## src/rtl/pwrseq_pkg.sv

```systemverilog
package pwrseq_pkg;

   typedef enum logic [1:0] {
      OP_ENABLE  = 2'd0,
      OP_UNBLANK = 2'd1,
      OP_BLANK   = 2'd2,
      OP_DISABLE = 2'd3
   } seq_op_e;

   typedef enum logic [4:0] {
      S_IDLE, S_EN_CLK, S_EN_HS, S_EN_WAIT, S_EN_ON,
      S_UB_SRC, S_UB_VID, S_UB_P2S_HS, S_UB_P2S_WAIT, S_UB_P2S_ON,
      S_UB_CRA_HS, S_UB_CRA_WAIT, S_UB_CRC, S_UB_CRA_ON,
      S_BL_VID, S_BL_SDP, S_BL_P2S, S_BL_CRA,
      S_DS_ENC, S_DS_CLK, S_FAIL
   } seq_state_e;

   typedef enum logic [1:0] {
      H_IDLE = 2'd0,
      H_UP   = 2'd1,
      H_DOWN = 2'd2
   } hs_phase_e;

   localparam int unsigned HS_ENC   = 0;
   localparam int unsigned HS_P2S   = 1;
   localparam int unsigned HS_CRA   = 2;
   localparam int unsigned HS_COUNT = 3;

endpackage

```

## src/rtl/pwrseq_poll_timer.sv

```systemverilog
module pwrseq_poll_timer #(
   parameter int unsigned POLL_CYC  = 100,
   parameter int unsigned MAX_POLLS = 10
) (
   input  logic clk,
   input  logic rst_n,
   input  logic restart,
   input  logic run,
   output logic sample,
   output logic last
);
   localparam int unsigned PW = (MAX_POLLS > 1) ? $clog2(MAX_POLLS) : 1;
   localparam logic [PW-1:0] LAST_POLL = PW'(MAX_POLLS - 1);

   logic [PW-1:0] poll_q;

   generate
      if (POLL_CYC <= 1) begin : g_every_cycle
         assign sample = run;
      end else begin : g_interval
         localparam int unsigned IW = $clog2(POLL_CYC);
         localparam logic [IW-1:0] INT_MAX = IW'(POLL_CYC - 1);
         logic [IW-1:0] int_q;

         always_ff @(posedge clk or negedge rst_n) begin
            if (!rst_n) begin
               int_q <= '0;
            end else if (restart) begin
               int_q <= '0;
            end else if (run) begin
               int_q <= (int_q == INT_MAX) ? '0 : int_q + 1'b1;
            end
         end

         assign sample = run && (int_q == '0);
      end
   endgenerate

   assign last = (poll_q == LAST_POLL);

   always_ff @(posedge clk or negedge rst_n) begin
      if (!rst_n) begin
         poll_q <= '0;
      end else if (restart) begin
         poll_q <= '0;
      end else if (sample && !last) begin
         poll_q <= poll_q + 1'b1;
      end
   end

endmodule

```

## src/rtl/pwrseq_handshake.sv

```systemverilog
module pwrseq_handshake
   import pwrseq_pkg::*;
#(
   parameter int unsigned POLL_CYC  = 100,
   parameter int unsigned MAX_POLLS = 10
) (
   input  logic clk,
   input  logic rst_n,
   input  logic start,
   input  logic clr,
   input  logic ack,
   output logic req_o,
   output logic done_o,
   output logic fail_o
);
   hs_phase_e phase_q;
   logic      sample;
   logic      last;
   logic      restart;
   logic      match;

   assign match   = (phase_q == H_UP) ? ack : !ack;
   assign restart = ((phase_q == H_IDLE) && start) ||
                    ((phase_q == H_UP) && sample && ack);
   assign done_o  = (phase_q == H_DOWN) && sample && !ack;
   assign fail_o  = (phase_q != H_IDLE) && sample && !match && last;

   pwrseq_poll_timer #(
      .POLL_CYC  (POLL_CYC),
      .MAX_POLLS (MAX_POLLS)
   ) i_timer (
      .clk     (clk),
      .rst_n   (rst_n),
      .restart (restart),
      .run     (phase_q != H_IDLE),
      .sample  (sample),
      .last    (last)
   );

   always_ff @(posedge clk or negedge rst_n) begin
      if (!rst_n) begin
         phase_q <= H_IDLE;
         req_o   <= 1'b0;
      end else if (clr) begin
         phase_q <= H_IDLE;
         req_o   <= 1'b0;
      end else begin
         unique case (phase_q)
            H_IDLE: if (start) begin
               req_o   <= 1'b1;
               phase_q <= H_UP;
            end
            H_UP: begin
               if (sample && ack) begin
                  req_o   <= 1'b0;
                  phase_q <= H_DOWN;
               end else if (fail_o) begin
                  phase_q <= H_IDLE;
               end
            end
            H_DOWN: begin
               if (done_o || fail_o) phase_q <= H_IDLE;
            end
            default: phase_q <= H_IDLE;
         endcase
      end
   end

   // the request is only released after the acknowledge was seen high
   a_r2_release_after_ack: assert property (@(posedge clk) disable iff (!rst_n)
      ($fell(req_o) && !$past(clr)) |-> $past(ack));

   // the request is held while the acknowledge stays low
   a_r2_hold_req: assert property (@(posedge clk) disable iff (!rst_n)
      (phase_q == H_UP && !ack && !clr) |=> req_o);

endmodule

```

## src/rtl/stream_pwrseq.sv

```systemverilog
module stream_pwrseq
   import pwrseq_pkg::*;
#(
   parameter int unsigned POLL_CYC  = 100,
   parameter int unsigned MAX_POLLS = 10,
   parameter int unsigned SRC_W     = 3
) (
   input  logic             clk,
   input  logic             rst_n,
   input  logic             cmd_valid,
   input  logic [1:0]       cmd_op,
   input  logic [SRC_W-1:0] cmd_src,
   output logic             busy,
   output logic             timeout_err,
   output logic             clk_en_o,
   output logic             enc_rst_o,
   input  logic             enc_rst_ack_i,
   output logic             enc_en_o,
   output logic [SRC_W-1:0] src_sel_o,
   output logic             vid_en_o,
   output logic             p2s_rst_o,
   input  logic             p2s_rst_ack_i,
   output logic             p2s_en_o,
   output logic             cra_rst_o,
   input  logic             cra_rst_ack_i,
   output logic             cra_en_o,
   output logic             crc_en_o,
   output logic             sdp_off_o
);

   generate
      if (POLL_CYC < 1) begin : g_bad_poll
         $error("POLL_CYC must be at least 1");
      end
      if (MAX_POLLS < 1) begin : g_bad_max
         $error("MAX_POLLS must be at least 1");
      end
      if (SRC_W < 1 || SRC_W > 16) begin : g_bad_src
         $error("SRC_W must lie in 1..16");
      end
   endgenerate

   seq_state_e        state_q;
   seq_op_e           op;
   logic [SRC_W-1:0]  src_hold_q;
   logic [HS_COUNT-1:0] hs_start;
   logic [HS_COUNT-1:0] hs_ack;
   logic [HS_COUNT-1:0] hs_req;
   logic [HS_COUNT-1:0] hs_done;
   logic [HS_COUNT-1:0] hs_fail;
   logic              hs_clr;

   assign op = seq_op_e'(cmd_op);

   assign hs_start[HS_ENC] = (state_q == S_EN_HS);
   assign hs_start[HS_P2S] = (state_q == S_UB_P2S_HS);
   assign hs_start[HS_CRA] = (state_q == S_UB_CRA_HS);
   assign hs_ack[HS_ENC]   = enc_rst_ack_i;
   assign hs_ack[HS_P2S]   = p2s_rst_ack_i;
   assign hs_ack[HS_CRA]   = cra_rst_ack_i;
   assign hs_clr           = (state_q == S_DS_ENC);

   generate
      for (genvar g = 0; g < HS_COUNT; g++) begin : g_hs
         pwrseq_handshake #(
            .POLL_CYC  (POLL_CYC),
            .MAX_POLLS (MAX_POLLS)
         ) i_hs (
            .clk    (clk),
            .rst_n  (rst_n),
            .start  (hs_start[g]),
            .clr    (hs_clr),
            .ack    (hs_ack[g]),
            .req_o  (hs_req[g]),
            .done_o (hs_done[g]),
            .fail_o (hs_fail[g])
         );
      end
   endgenerate

   assign enc_rst_o = hs_req[HS_ENC];
   assign p2s_rst_o = hs_req[HS_P2S];
   assign cra_rst_o = hs_req[HS_CRA];
   assign busy      = (state_q != S_IDLE) && (state_q != S_FAIL);

   always_ff @(posedge clk or negedge rst_n) begin
      if (!rst_n) begin
         state_q     <= S_IDLE;
         src_hold_q  <= '0;
         src_sel_o   <= '0;
         timeout_err <= 1'b0;
         clk_en_o    <= 1'b0;
         enc_en_o    <= 1'b0;
         vid_en_o    <= 1'b0;
         p2s_en_o    <= 1'b0;
         cra_en_o    <= 1'b0;
         crc_en_o    <= 1'b0;
         sdp_off_o   <= 1'b0;
      end else begin
         sdp_off_o <= 1'b0;
         unique case (state_q)
            S_IDLE: if (cmd_valid) begin
               unique case (op)
                  OP_ENABLE:  state_q <= S_EN_CLK;
                  OP_UNBLANK: begin
                     src_hold_q <= cmd_src;
                     state_q    <= S_UB_SRC;
                  end
                  OP_BLANK:   state_q <= S_BL_VID;
                  OP_DISABLE: state_q <= S_DS_ENC;
                  default:    state_q <= S_IDLE;
               endcase
            end
            // enable sequence
            S_EN_CLK: begin
               clk_en_o <= 1'b1;
               state_q  <= S_EN_HS;
            end
            S_EN_HS:   state_q <= S_EN_WAIT;
            S_EN_WAIT: begin
               if (hs_fail[HS_ENC]) begin
                  timeout_err <= 1'b1;
                  state_q     <= S_FAIL;
               end else if (hs_done[HS_ENC]) begin
                  state_q <= S_EN_ON;
               end
            end
            S_EN_ON: begin
               enc_en_o <= 1'b1;
               state_q  <= S_IDLE;
            end
            // unblank sequence
            S_UB_SRC: begin
               src_sel_o <= src_hold_q;
               state_q   <= S_UB_VID;
            end
            S_UB_VID: begin
               vid_en_o <= 1'b1;
               state_q  <= S_UB_P2S_HS;
            end
            S_UB_P2S_HS:   state_q <= S_UB_P2S_WAIT;
            S_UB_P2S_WAIT: begin
               if (hs_fail[HS_P2S]) begin
                  timeout_err <= 1'b1;
                  state_q     <= S_FAIL;
               end else if (hs_done[HS_P2S]) begin
                  state_q <= S_UB_P2S_ON;
               end
            end
            S_UB_P2S_ON: begin
               p2s_en_o <= 1'b1;
               state_q  <= S_UB_CRA_HS;
            end
            S_UB_CRA_HS:   state_q <= S_UB_CRA_WAIT;
            S_UB_CRA_WAIT: begin
               if (hs_fail[HS_CRA]) begin
                  timeout_err <= 1'b1;
                  state_q     <= S_FAIL;
               end else if (hs_done[HS_CRA]) begin
                  state_q <= S_UB_CRC;
               end
            end
            S_UB_CRC: begin
               crc_en_o <= 1'b1;
               state_q  <= S_UB_CRA_ON;
            end
            S_UB_CRA_ON: begin
               cra_en_o <= 1'b1;
               state_q  <= S_IDLE;
            end
            // blank sequence
            S_BL_VID: begin
               vid_en_o <= 1'b0;
               state_q  <= S_BL_SDP;
            end
            S_BL_SDP: begin
               sdp_off_o <= 1'b1;
               state_q   <= S_BL_P2S;
            end
            S_BL_P2S: begin
               p2s_en_o <= 1'b0;
               state_q  <= S_BL_CRA;
            end
            S_BL_CRA: begin
               cra_en_o <= 1'b0;
               state_q  <= S_IDLE;
            end
            // disable sequence
            S_DS_ENC: begin
               enc_en_o <= 1'b0;
               state_q  <= S_DS_CLK;
            end
            S_DS_CLK: begin
               clk_en_o <= 1'b0;
               state_q  <= S_IDLE;
            end
            S_FAIL: begin
               if (cmd_valid && op == OP_DISABLE) begin
                  timeout_err <= 1'b0;
                  state_q     <= S_DS_ENC;
               end
            end
            default: state_q <= S_IDLE;
         endcase
      end
   end

   // the reset request only rises with the stream clock already on
   a_r1_clk_before_rst: assert property (@(posedge clk) disable iff (!rst_n)
      $rose(enc_rst_o) |-> clk_en_o);

   // the encoder enable rises with its reset released
   a_r4_enable_after_reset: assert property (@(posedge clk) disable iff (!rst_n)
      $rose(enc_en_o) |-> (clk_en_o && !enc_rst_o));

   // ordering of the unblank steps
   a_r5_p2s_order: assert property (@(posedge clk) disable iff (!rst_n)
      $rose(p2s_en_o) |-> (vid_en_o && !p2s_rst_o));
   a_r5_cra_order: assert property (@(posedge clk) disable iff (!rst_n)
      $rose(cra_en_o) |-> (crc_en_o && p2s_en_o && !cra_rst_o));

   // ordering of the blank steps
   a_r6_sdp_after_vid: assert property (@(posedge clk) disable iff (!rst_n)
      $rose(sdp_off_o) |-> !vid_en_o);
   a_r6_cra_last: assert property (@(posedge clk) disable iff (!rst_n)
      $fell(cra_en_o) |-> (!p2s_en_o && !vid_en_o));

   // the clock is removed only after enable and resets are cleared
   a_r7_clk_last: assert property (@(posedge clk) disable iff (!rst_n)
      $fell(clk_en_o) |-> (!enc_en_o && !enc_rst_o && !p2s_rst_o && !cra_rst_o));

   // an accepted command makes the block busy
   a_r8_accept_busy: assert property (@(posedge clk) disable iff (!rst_n)
      (!busy && !timeout_err && cmd_valid) |=> busy);

   // a timeout leaves the block idle
   a_r3_timeout_not_busy: assert property (@(posedge clk) disable iff (!rst_n)
      timeout_err |-> !busy);

   // outputs hold in the timeout state until a disable arrives
   a_r9_hold_on_fail: assert property (@(posedge clk) disable iff (!rst_n)
      (timeout_err && !(cmd_valid && cmd_op == 2'd3)) |=>
      ($stable({clk_en_o, enc_rst_o, enc_en_o, src_sel_o, vid_en_o, p2s_rst_o,
                p2s_en_o, cra_rst_o, cra_en_o, crc_en_o}) && timeout_err));

endmodule

```

## config.mk

```make
export PLATFORM = sky130hd
export DESIGN_NAME = stream_pwrseq
export DESIGN_NICKNAME = d
export VERILOG_FILES = /design/src/rtl/pwrseq_pkg.sv /design/src/rtl/pwrseq_poll_timer.sv /design/src/rtl/pwrseq_handshake.sv /design/src/rtl/stream_pwrseq.sv
export SDC_FILE = /design/constraint.sdc
export NUM_CORES = 1
export LEC_CHECK = 0
export ABC_AREA = 0
export ABC_CLOCK_PERIOD_IN_PS = 4050
export BUFFER_PORTS_ARGS = -buffer_cell sky130_fd_sc_hd__buf_2
export CORE_UTILIZATION = 34
export DETAILED_ROUTE_END_ITERATION = 12
export HOLD_SLACK_MARGIN = 0.1
export SYNTH_ARGS = -nofsm -noshare
export SYNTH_HDL_FRONTEND = slang
export SYNTH_SLANG_ARGS = --single-unit
```

## constraint.sdc

```tcl
create_clock -name clk -period 4.05 [get_ports clk]
set_input_delay 0.2025 -clock clk [delete_from_list [all_inputs] [get_ports clk]]
set_output_delay 0.2025 -clock clk [all_outputs]
set_load 0.02 [all_outputs]
```

## Yosys cells after proc, flatten, opt, wreduce, memory -nomap -nowiden

Cells that the tools add are included.

- Register bits after elaboration: 61
- Logic and storage cells: 240

- Add/subtract/negate cells: 6
- Equal/unequal tests: 56
- Mux-type cells: 69
- Reduce and logical (&&, ||, !) cells: 86

Operator list:

| operator | number |
|---|---|
| one-hot mux 5 bit (17 select lines) | 1 |
| 2-to-1 mux 7 bit | 9 |
| equality test 5 x 4 -> 1 bit, second input constant | 8 |
| 2-to-1 mux 5 bit | 8 |
| logical AND 1 bit | 35 |
| 2-to-1 mux 2 bit | 15 |
| nonzero test 2 bit | 14 |
| equality test 5 bit, second input constant | 5 |
| 2-to-1 mux 4 bit | 6 |
| adder 7 x 1 -> 7 bit, second input constant | 3 |
| equality test 7 bit, second input constant | 3 |
| zero test 7 bit | 3 |
| AND reduction 3 bit | 7 |
| equality test 5 x 3 -> 1 bit, second input constant | 4 |
| one-hot mux 5 bit (4 select lines) | 1 |
| one-hot mux 2 bit (3 select lines) | 3 |
| 2-to-1 mux 1 bit | 17 |
| one-hot mux 1 bit (2 select lines) | 8 |
| adder 4 x 1 -> 4 bit, second input constant | 3 |
| equality test 4 bit, second input constant | 3 |
| != test 3 x 1 -> 1 bit, second input constant | 4 |
| != test 3 x 2 -> 1 bit, second input constant | 4 |
| != test 3 bit, second input constant | 4 |
| equality test 2 bit, second input constant | 5 |
| 17 further kinds | 44 |

## Logic depth before layout (Yosys ltp)

Gate-level depths: netlist (run 1).

- Depth after elaboration: 9
- Gate-level depth with buffers: 9
- Depth with buffers taken out: 8

## Hierarchy

A second synthesis (run 1) with hierarchy kept.

- Cell total of the unflattened synthesis: 437
- Area, all modules: 3948.8 um2

Modules (own cells, without submodules):

| module | times used | cells each | area an instance (um2) | sequential area each (um2) |
|---|---|---|---|---|
| pwrseq_poll_timer | 3 | 69 | 661.9 | 275.3 |
| stream_pwrseq | 1 | 149 | 1287.5 | 475.5 |
| pwrseq_handshake | 3 | 27 | 225.2 | 75.1 |

## Least setup slack after synthesis (run 1)

No wires, ideal clock.

- Path type: register to register
- From: reg state_q[0]
- To: reg g_hs[2].i_hs.i_timer.g_interval.int_q[2]
- Arrival time: 1.740 ns
- Data required time: 3.930 ns
- Setup slack: 2.190 ns
- Stages on the path, launching flop included: 8
- Path buffers: 1
- Path through: dfrtp_1 > buf_6 > or3b_4 > or3_4 > a21oi_4 > a41oi_1 > nor2_4 > nor2_1

- Word-level cells in the longest chain between the ends: 4
- Elaborated cells on any way between the ends: 5
- Classes of those cells: eq/ne: 1; mux: 1; reduce/logical: 3

Ends and longest elaborated chain:

| element | RTL line | RTL |
|---|---|---|
| start, declared | stream_pwrseq.sv:43 | `seq_state_e state_q;` |
| start signal, assigned | stream_pwrseq.sv:88 | `state_q <= S_IDLE;` |
| start signal, assigned | stream_pwrseq.sv:104 | `OP_ENABLE: state_q <= S_EN_CLK;` |
| start signal, assigned | stream_pwrseq.sv:107 | `state_q <= S_UB_SRC;` |
| equality test 5 x 4 -> 1 bit * | stream_pwrseq.sv:57 | `assign hs_start[HS_CRA] = (state_q == S_UB_CRA_HS);` |
| logical AND 1 bit * | pwrseq_handshake.sv:23 | `assign restart = ((phase_q == H_IDLE) && start) \|\|` |
| logical OR 1 bit * | pwrseq_handshake.sv:23 |  |
| 2-to-1 mux 7 bit or nonzero test 2 bit (tied branches) | n/a |  |
| end signal, assigned | pwrseq_poll_timer.sv:31 | `int_q <= (int_q == INT_MAX) ? '0 : int_q + 1'b1;` |
| end, declared | pwrseq_poll_timer.sv:23 | `logic [IW-1:0] int_q;` |

Every way passes the cells marked *; elsewhere a longest branch is shown, timed or not.
A chain may end at the register's enable or synchronous reset.

## Worst setup path after layout (run 1)

- From: reg state_q[3]
- To: reg g_hs[2].i_hs.i_timer.g_interval.int_q[2]

Same word-level chain as after synthesis.

==> results.json, run 1 <==
{
  "skew_ns": 0.00963,
  "drive_gt1_frac": 0.156,
  "min_from": "p2s_rst_ack_i",
  "h-tree-depth": 3,
  "cp.arrival_ns": 2.57,
  "clkLatencyLatePin_ns": 0.35,
  "finalSetupTns_ns": 0,
  "reg2reg_depth": 6,
  "ant_nets": 0,
  "synth_flop_cell": "dfrtp_1",
  "gr-total-overflow": 0,
  "hold-path-cell-count": 4,
  "layout_setup_ws_ns": 1.71,
  "min_period_ns": 2.34,
  "netlist_instances": 406,
  "cts_buffers": 9,
  "synth_commonest_cells": "dfrtp_1, nor2_1, nand2_1, xor2_1, o21ai_0",
  "gr-usage-all-layers": 0.157,
  "cts_buffer_depth": 2,
  "async_flop_share": 1.00,
  "viasPerCell": 5.17,
  "grt_pass1_wl_um": 13900,
  "dp_hpwl_um": 5550,
  "cp_top_family": "simple AND/OR/NAND/NOR gates",
  "cp_max_fo": 22,
  "io_pins": 26,
  "clkPwrFrac": 0.186,
  "yosysMostFrequentCell": "dfrtp_1",
  "setup_violations": 0,
  "hold_end": "g_hs[1].i_hs.req_o",
  "yosysTopAreaCellShare": 0.414,
  "root_buffer": "clkbuf_8",
  "start_kind": "register",
  "relSlewSlack": 0.481,
  "fp.dieArea_sq_um": 11300,
  "yosys_warnings": 0,
  "synth_area_leaders": "dfrtp_1, ha_1, nor2_1",
  "timing.fmax_ghz": 0.428,
  "die_h_um": 106,
  "path_cells": "or3b_4 -> or3_4 -> a21oi_4 -> a41oi_1 -> nor2_4 -> nor2_1",
  "power.internal_mw": 1.63,
  "drc": 0,
  "drtIter0Drc": 152,
  "grt_max_degree": 62,
  "end_kind": "register",
  "outcome": "completed",
  "antenna_found_initial": 0,
  "synth_cell_types": 62,
  "synthesis.area_sq_um": 3690,
  "sequentialPowerShare": 0.397,
  "numClockSinks": 61,
  "port_buffers": 25,
  "tightest_slew_ns": 0.779,
  "rrSetupSlack_ns": 1.71,
  "rsz0062_at_grt": "false",
  "ys_seq_area_frac": 0.414,
  "cp_data_required_time_ns": 4.29,
  "synth_seq_cells": 61,
  "pre_cts_ws_ns": 1.75,
  "timing.final.crit_share": 0.577,
  "core_area_sq_um": 10400,
  "ir_worst_vdd_uv": 290,
  "gp_congestion": 0.865,
  "wl_um": 7720,
  "crit_type": "register to register",
  "cts_tree": "built",
  "slowest_delay_ns": 0.77,
  "synth-edff-count": 0,
  "drt_pre_antenna_iters": 4,
  "r2r-start": "state_q[3]",
  "grt_pass1_vias": 2904,
  "finalMaxSlewViolations": 0,
  "hold_viol": 0,
  "num_rows": 37,
  "die_w_um": 106,
  "syn_to_final_growth_pct": 12.6,
  "routedWlPerCell_um": 13.5,
  "synth.avg_cell_area_sq_um": 9.08,
  "post_cts_buffers": 0,
  "power.switching_mw": 1.26,
  "slowest_stage": "dfrtp_1",
  "total_power_mw": 2.89,
  "power_frac_comb": 0.417,
  "ctsResizeCount": 0,
  "worstReg2RegEnd": "g_hs[2].i_hs.i_timer.g_interval.int_q[2]",
  "maxCapViolCount": 0,
  "swShare": 0.437,
  "min_path_type": "primary input to register",
  "vias": 2959,
  "clk_pin_slew_ns": 0.07,
  "yosys.area.top_type": "dfrtp_1",
  "syn_nets": 435,
  "worst-path-buf-inv": 0,
  "p_leak_nw": 1.84,
  "nets": 460,
  "antenna_cells": 0,
  "power.density_nw_per_um2": 697,
  "start_util": 0.354
}
## worst max-delay path by stage
stage / startpoint / end / slack, ns / cells past startpoint
after detailed placement: state_q[3] / g_hs[2].i_hs.i_timer.g_interval.int_q[2] / 1.75 / 6
after floorplan: state_q[0] / g_hs[2].i_hs.i_timer.g_interval.int_q[2] / 2.19 / 7
after CTS: state_q[3] / g_hs[2].i_hs.i_timer.g_interval.int_q[2] / 1.72 / 6
after global routing: state_q[3] / g_hs[2].i_hs.i_timer.g_interval.int_q[3] / 1.57 / 6
final: state_q[3] / g_hs[2].i_hs.i_timer.g_interval.int_q[2] / 1.71 / 6
after global placement: state_q[3] / state_q[2] / 1.78 / 6
## final cells by class
type                            count  area, sq um
Fill cell                        1055         6260
Multi-Input combinational cell    312         2030
Sequential cell                    61         1530
Timing Repair Buffer               30          173
Tap cell                          136          170
Clock buffer                       12          145
Inverter                           17         63.8
Clock inverter                      4         47.5
## registers in the layout, summed over array words and instances (netlist names)
name,count
g_hs.i_hs.i_timer.g_interval.int_q,21
g_hs.i_hs.i_timer.poll_q,12
g_hs.i_hs.phase_q,6
state_q,5
g_hs.i_hs.req_o,3
src_hold_q,3
src_sel_o,3
clk_en_o,1
cra_en_o,1
crc_en_o,1
enc_en_o,1
p2s_en_o,1
sdp_off_o,1
timeout_err,1
vid_en_o,1
## routing by layer
metal  routed length (um)  GRT usage  up-vias
met4                  130     0.0605        0
met1                 3600      0.203     1421
met2                 3640      0.251       56
li1                     -          -     1470
met3                  345     0.0380       12
met5                    0          0        -
## power groups by stage
stage	registers, mW	logic, mW	clock network [mW]
2_1_floorplan	1.03	1.03	0
5_1_grt	1.20	1.39	0.585
6_report	1.15	1.20	0.537
3_3_place_gp	1.14	1.20	0
3_5_place_dp	1.15	1.21	0
4_1_cts	1.15	1.22	0.552
## through the flow
step                      instance area [sq um]  hold slack [ns]  instances  utilization
after floorplan                            3690          -0.0931        406            -
after global placement                     3920            0.416        552        0.376
after detailed placement                   3920            0.428        552        0.376
after CTS                                  4150            0.281        572        0.399
after global routing                       4150            0.305        572        0.399
final                                      4150            0.290        572        0.399
## what timing repair did
| action | 4_1_cts | 5_1_grt |
|---|---|---|
| hold buffers | 4 | 0 |
| hold endpoints to repair | 64 | 0 |
| endpoints found under the setup margin | 0 | 0 |
## cells by family after synthesis
group / after synthesis / synth area share
simple gates: 179 / 0.248
compound gates: 79 / 0.150
flops: 61 / 0.414
buf+inv: 33 / 0.0366
xor+xnor: 27 / 0.0641
fa+ha+maj: 18 / 0.0611
mux: 9 / 0.0265
## worst min-delay path, cell delays in order
cell	delay [ns]
buf_2	0.14
nand2_1	0.08
nor2_1	0.05
o2bb2ai_1	0.12
## cells in the final DEF (no fill, tap or decap), types with 3 or more instances in the layout
master / n
nor3b_1: 5
nand3b_1: 3
mux2_2: 6
nor2_1: 60
o22ai_1: 5
mux2i_1: 3
a21oi_1: 17
clkbuf_8: 10
or2_2: 5
and3_1: 5
buf_2: 25
ha_1: 18
dlygate4sd3_1: 4
nor3_1: 8
a221oi_1: 3
a31oi_1: 5
xor2_1: 24
nand4_1: 16
and3b_1: 5
xnor2_1: 3
dfrtp_1: 61
o211ai_1: 3
o21ai_0: 19
nand2b_1: 7
inv_1: 17
nand3_1: 6
or3_1: 7
nand2_1: 36
Note: power is estimated with default switching activity, not from simulation.
==> run 2, diff against run 1 <==
--- a/config.mk
+++ b/config.mk
@@ -6,7 +6,7 @@
 export NUM_CORES = 1
 export LEC_CHECK = 0
 export ABC_AREA = 0
-export ABC_CLOCK_PERIOD_IN_PS = 4050
+export ABC_CLOCK_PERIOD_IN_PS = 2150
 export BUFFER_PORTS_ARGS = -buffer_cell sky130_fd_sc_hd__buf_2
 export CORE_UTILIZATION = 34
 export DETAILED_ROUTE_END_ITERATION = 12
==> constraint.sdc (replaced) <==
create_clock -name clk -period 2.15 [get_ports clk]
set_input_delay 0.1075 -clock clk [delete_from_list [all_inputs] [get_ports clk]]
set_output_delay 0.1075 -clock clk [all_outputs]
set_load 0.02 [all_outputs]
==> run 2 against run 1 <==
Net effect:
- combinational power grew 130%
- clock power rose to 2.5 times the previous value
- core utilization is 2.2 points higher
- register-to-register slack got worse by 1.5 ns
- via count is 3.1% higher
- non-clock buffer count is 22 higher
- fmax grew 18%
- cell area increased by 5.6%
- flip-flop and latch count did not move
- largest cell class unchanged
==> results.json, run 2 (synthesized netlist as in run 1, its figures left out) <==
{
  "h-tree-depth": 3,
  "skew_ns": 0.00810,
  "outcome": "completed",
  "relSlewSlack": 0.693,
  "final_cell_mix": "dfrtp_1, nor2_1, nand2_1, buf_2, xor2_1",
  "crit_start": "state_q[0]",
  "cp.arrival_ns": 2.23,
  "power.density_nw_per_um2": 1390,
  "pre_cts_ws_ns": 0.192,
  "p_leak_nw": 1.98,
  "cts_buffer_depth": 2,
  "core_area_sq_um": 10400,
  "grt_pass1_vias": 3022,
  "numClockSinks": 61,
  "die_w_um": 106,
  "fp.dieArea_sq_um": 11300,
  "fill_cells": 1007,
  "hold_viol": 0,
  "dp_hpwl_um": 6130,
  "setup_violations": 0,
  "crit_type": "register to register",
  "met3_usage": 0.0294,
  "ant_nets": 0,
  "gp_congestion": 0.855,
  "clk_pin_slew_ns": 0.07,
  "drive_gt1_frac": 0.197,
  "start_kind": "register",
  "holdWs_ns": 0.214,
  "finalSetupTns_ns": 0,
  "timing.fmax_ghz": 0.506,
  "drt_pre_antenna_iters": 4,
  "start_util": 0.354,
  "min_from": "enc_rst_ack_i",
  "ctsResizeCount": 0,
  "cp_max_fo": 8,
  "nets": 482,
  "swShare": 0.404,
  "maxCapViolCount": 0,
  "clkLatencyLatePin_ns": 0.35,
  "finalMaxSlewViolations": 0,
  "root_buffer": "clkbuf_8",
  "drtIter0Drc": 111,
  "slowest_stage": "dfrtp_1",
  "end_kind": "register",
  "busiest_layer": "met2",
  "num_rows": 37,
  "power.switching_mw": 2.46,
  "layout_commonest_cell": "dfrtp_1",
  "power_frac_comb": 0.444,
  "port_buffers": 25,
  "cts_buffers": 9,
  "met1_usage": 0.205,
  "wl_um": 8280,
  "path_cells": "or3b_4 -> or2_4 -> a221o_1 -> nand2_2 -> nor2_2 -> a211oi_2",
  "viasPerCell": 5.14,
  "routedWlPerCell_um": 14.0,
  "syn_to_final_growth_pct": 18.9,
  "largest_register_ffs": 21,
  "grt_pass1_wl_um": 14200,
  "slowest_delay_ns": 0.46,
  "use_met2": 0.260,
  "tightest_slew_ns": 0.458,
  "clkPwrFrac": 0.224,
  "power.internal_mw": 3.63,
  "total_power_mw": 6.09,
  "reg_top3": "g_hs.i_hs.i_timer.g_interval.int_q (21), g_hs.i_hs.i_timer.poll_q (12), g_hs.i_hs.phase_q (6)",
  "sequentialPowerShare": 0.332,
  "io_pins": 26,
  "min_period_ns": 1.98,
  "gr-total-overflow": 0,
  "rsz0062_at_grt": "false",
  "dp.cells": 574,
  "cts_tree": "built",
  "gr-usage-all-layers": 0.159,
  "antenna_found_initial": 0,
  "layout_setup_ws_ns": 0.175,
  "antenna_cells": 0,
  "r2r-start": "state_q[0]",
  "drc": 0,
  "final_cells": 593,
  "vias": 3050,
  "cp_data_required_time_ns": 2.41,
  "grt_max_degree": 34,
  "ir_worst_vdd_uv": 459,
  "min_path_type": "primary input to register",
  "timing.final.crit_share": 0.919,
  "regMostFlops": "g_hs.i_hs.i_timer.g_interval.int_q",
  "die_h_um": 106
}
-- run 2: per-layer routing --
metal,share of wire,vias up
met5,0,-
met1,0.48,1464
met2,0.47,60
li1,-,1521
met4,0.011,0
met3,0.040,5
-- run 2: stage by stage --
stage	cell area, sq um	utilization
after floorplan	3690	-
after global placement	4080	0.392
after detailed placement	4080	0.392
after CTS	4390	0.421
after global routing	4390	0.421
final	4390	0.421
-- run 2: final timing paths --
| path | to | slack [ns] | cells after the start |
|---|---|---|---|
| setup / recovery | state_q[2] | 0.17 | 6 |
| hold / removal | g_hs[0].i_hs.phase_q[1] | 0.21 | 4 |
| setup reg to reg | state_q[2] | 0.17 | 6 |
| hold reg to reg | crc_en_o | 0.48 | 1 |
| max in group asynchronous | g_hs[1].i_hs.req_o | 1.49 | 3 |
| min in group asynchronous | g_hs[2].i_hs.i_timer.g_interval.int_q[3] | 0.30 | 3 |
-- run 2: cell type report --
cell class | count | area [sq um] | area share
inverters | 17 | 63.8 | 0.0146
clock buffers | 11 | 141 | 0.0322
well taps | 136 | 170 | 0.0388
clock inverters | 4 | 120 | 0.0274
multi-input cells | 312 | 2030 | 0.462
flip-flops and latches | 61 | 1530 | 0.348
repair buffers | 52 | 338 | 0.0770
-- run 2: critical path, delay by kind of cell, from the launching register on --
family	cells	cell delay (ns)
and+or+nand+nor	4	0.90
AOI/OAI and AO/OA	2	0.52
DFF	1	0.46
-- run 2: power groups by stage --
stage               logic (mW)  clock network [mW]  registers (mW)
CTS                       2.72                1.39            2.02
global placement          2.66                   0            2.02
floorplan                 1.94                   0            1.95
global route              3.03                1.45            2.09
detailed placement        2.70                   0            2.04
finish                    2.71                1.36            2.02
-- run 2: what timing repair did --
action | in CTS | in global routing
endpoints found under the hold margin | 64 | 0
setup buffers | 0 | 0
hold buffers | 4 | 0
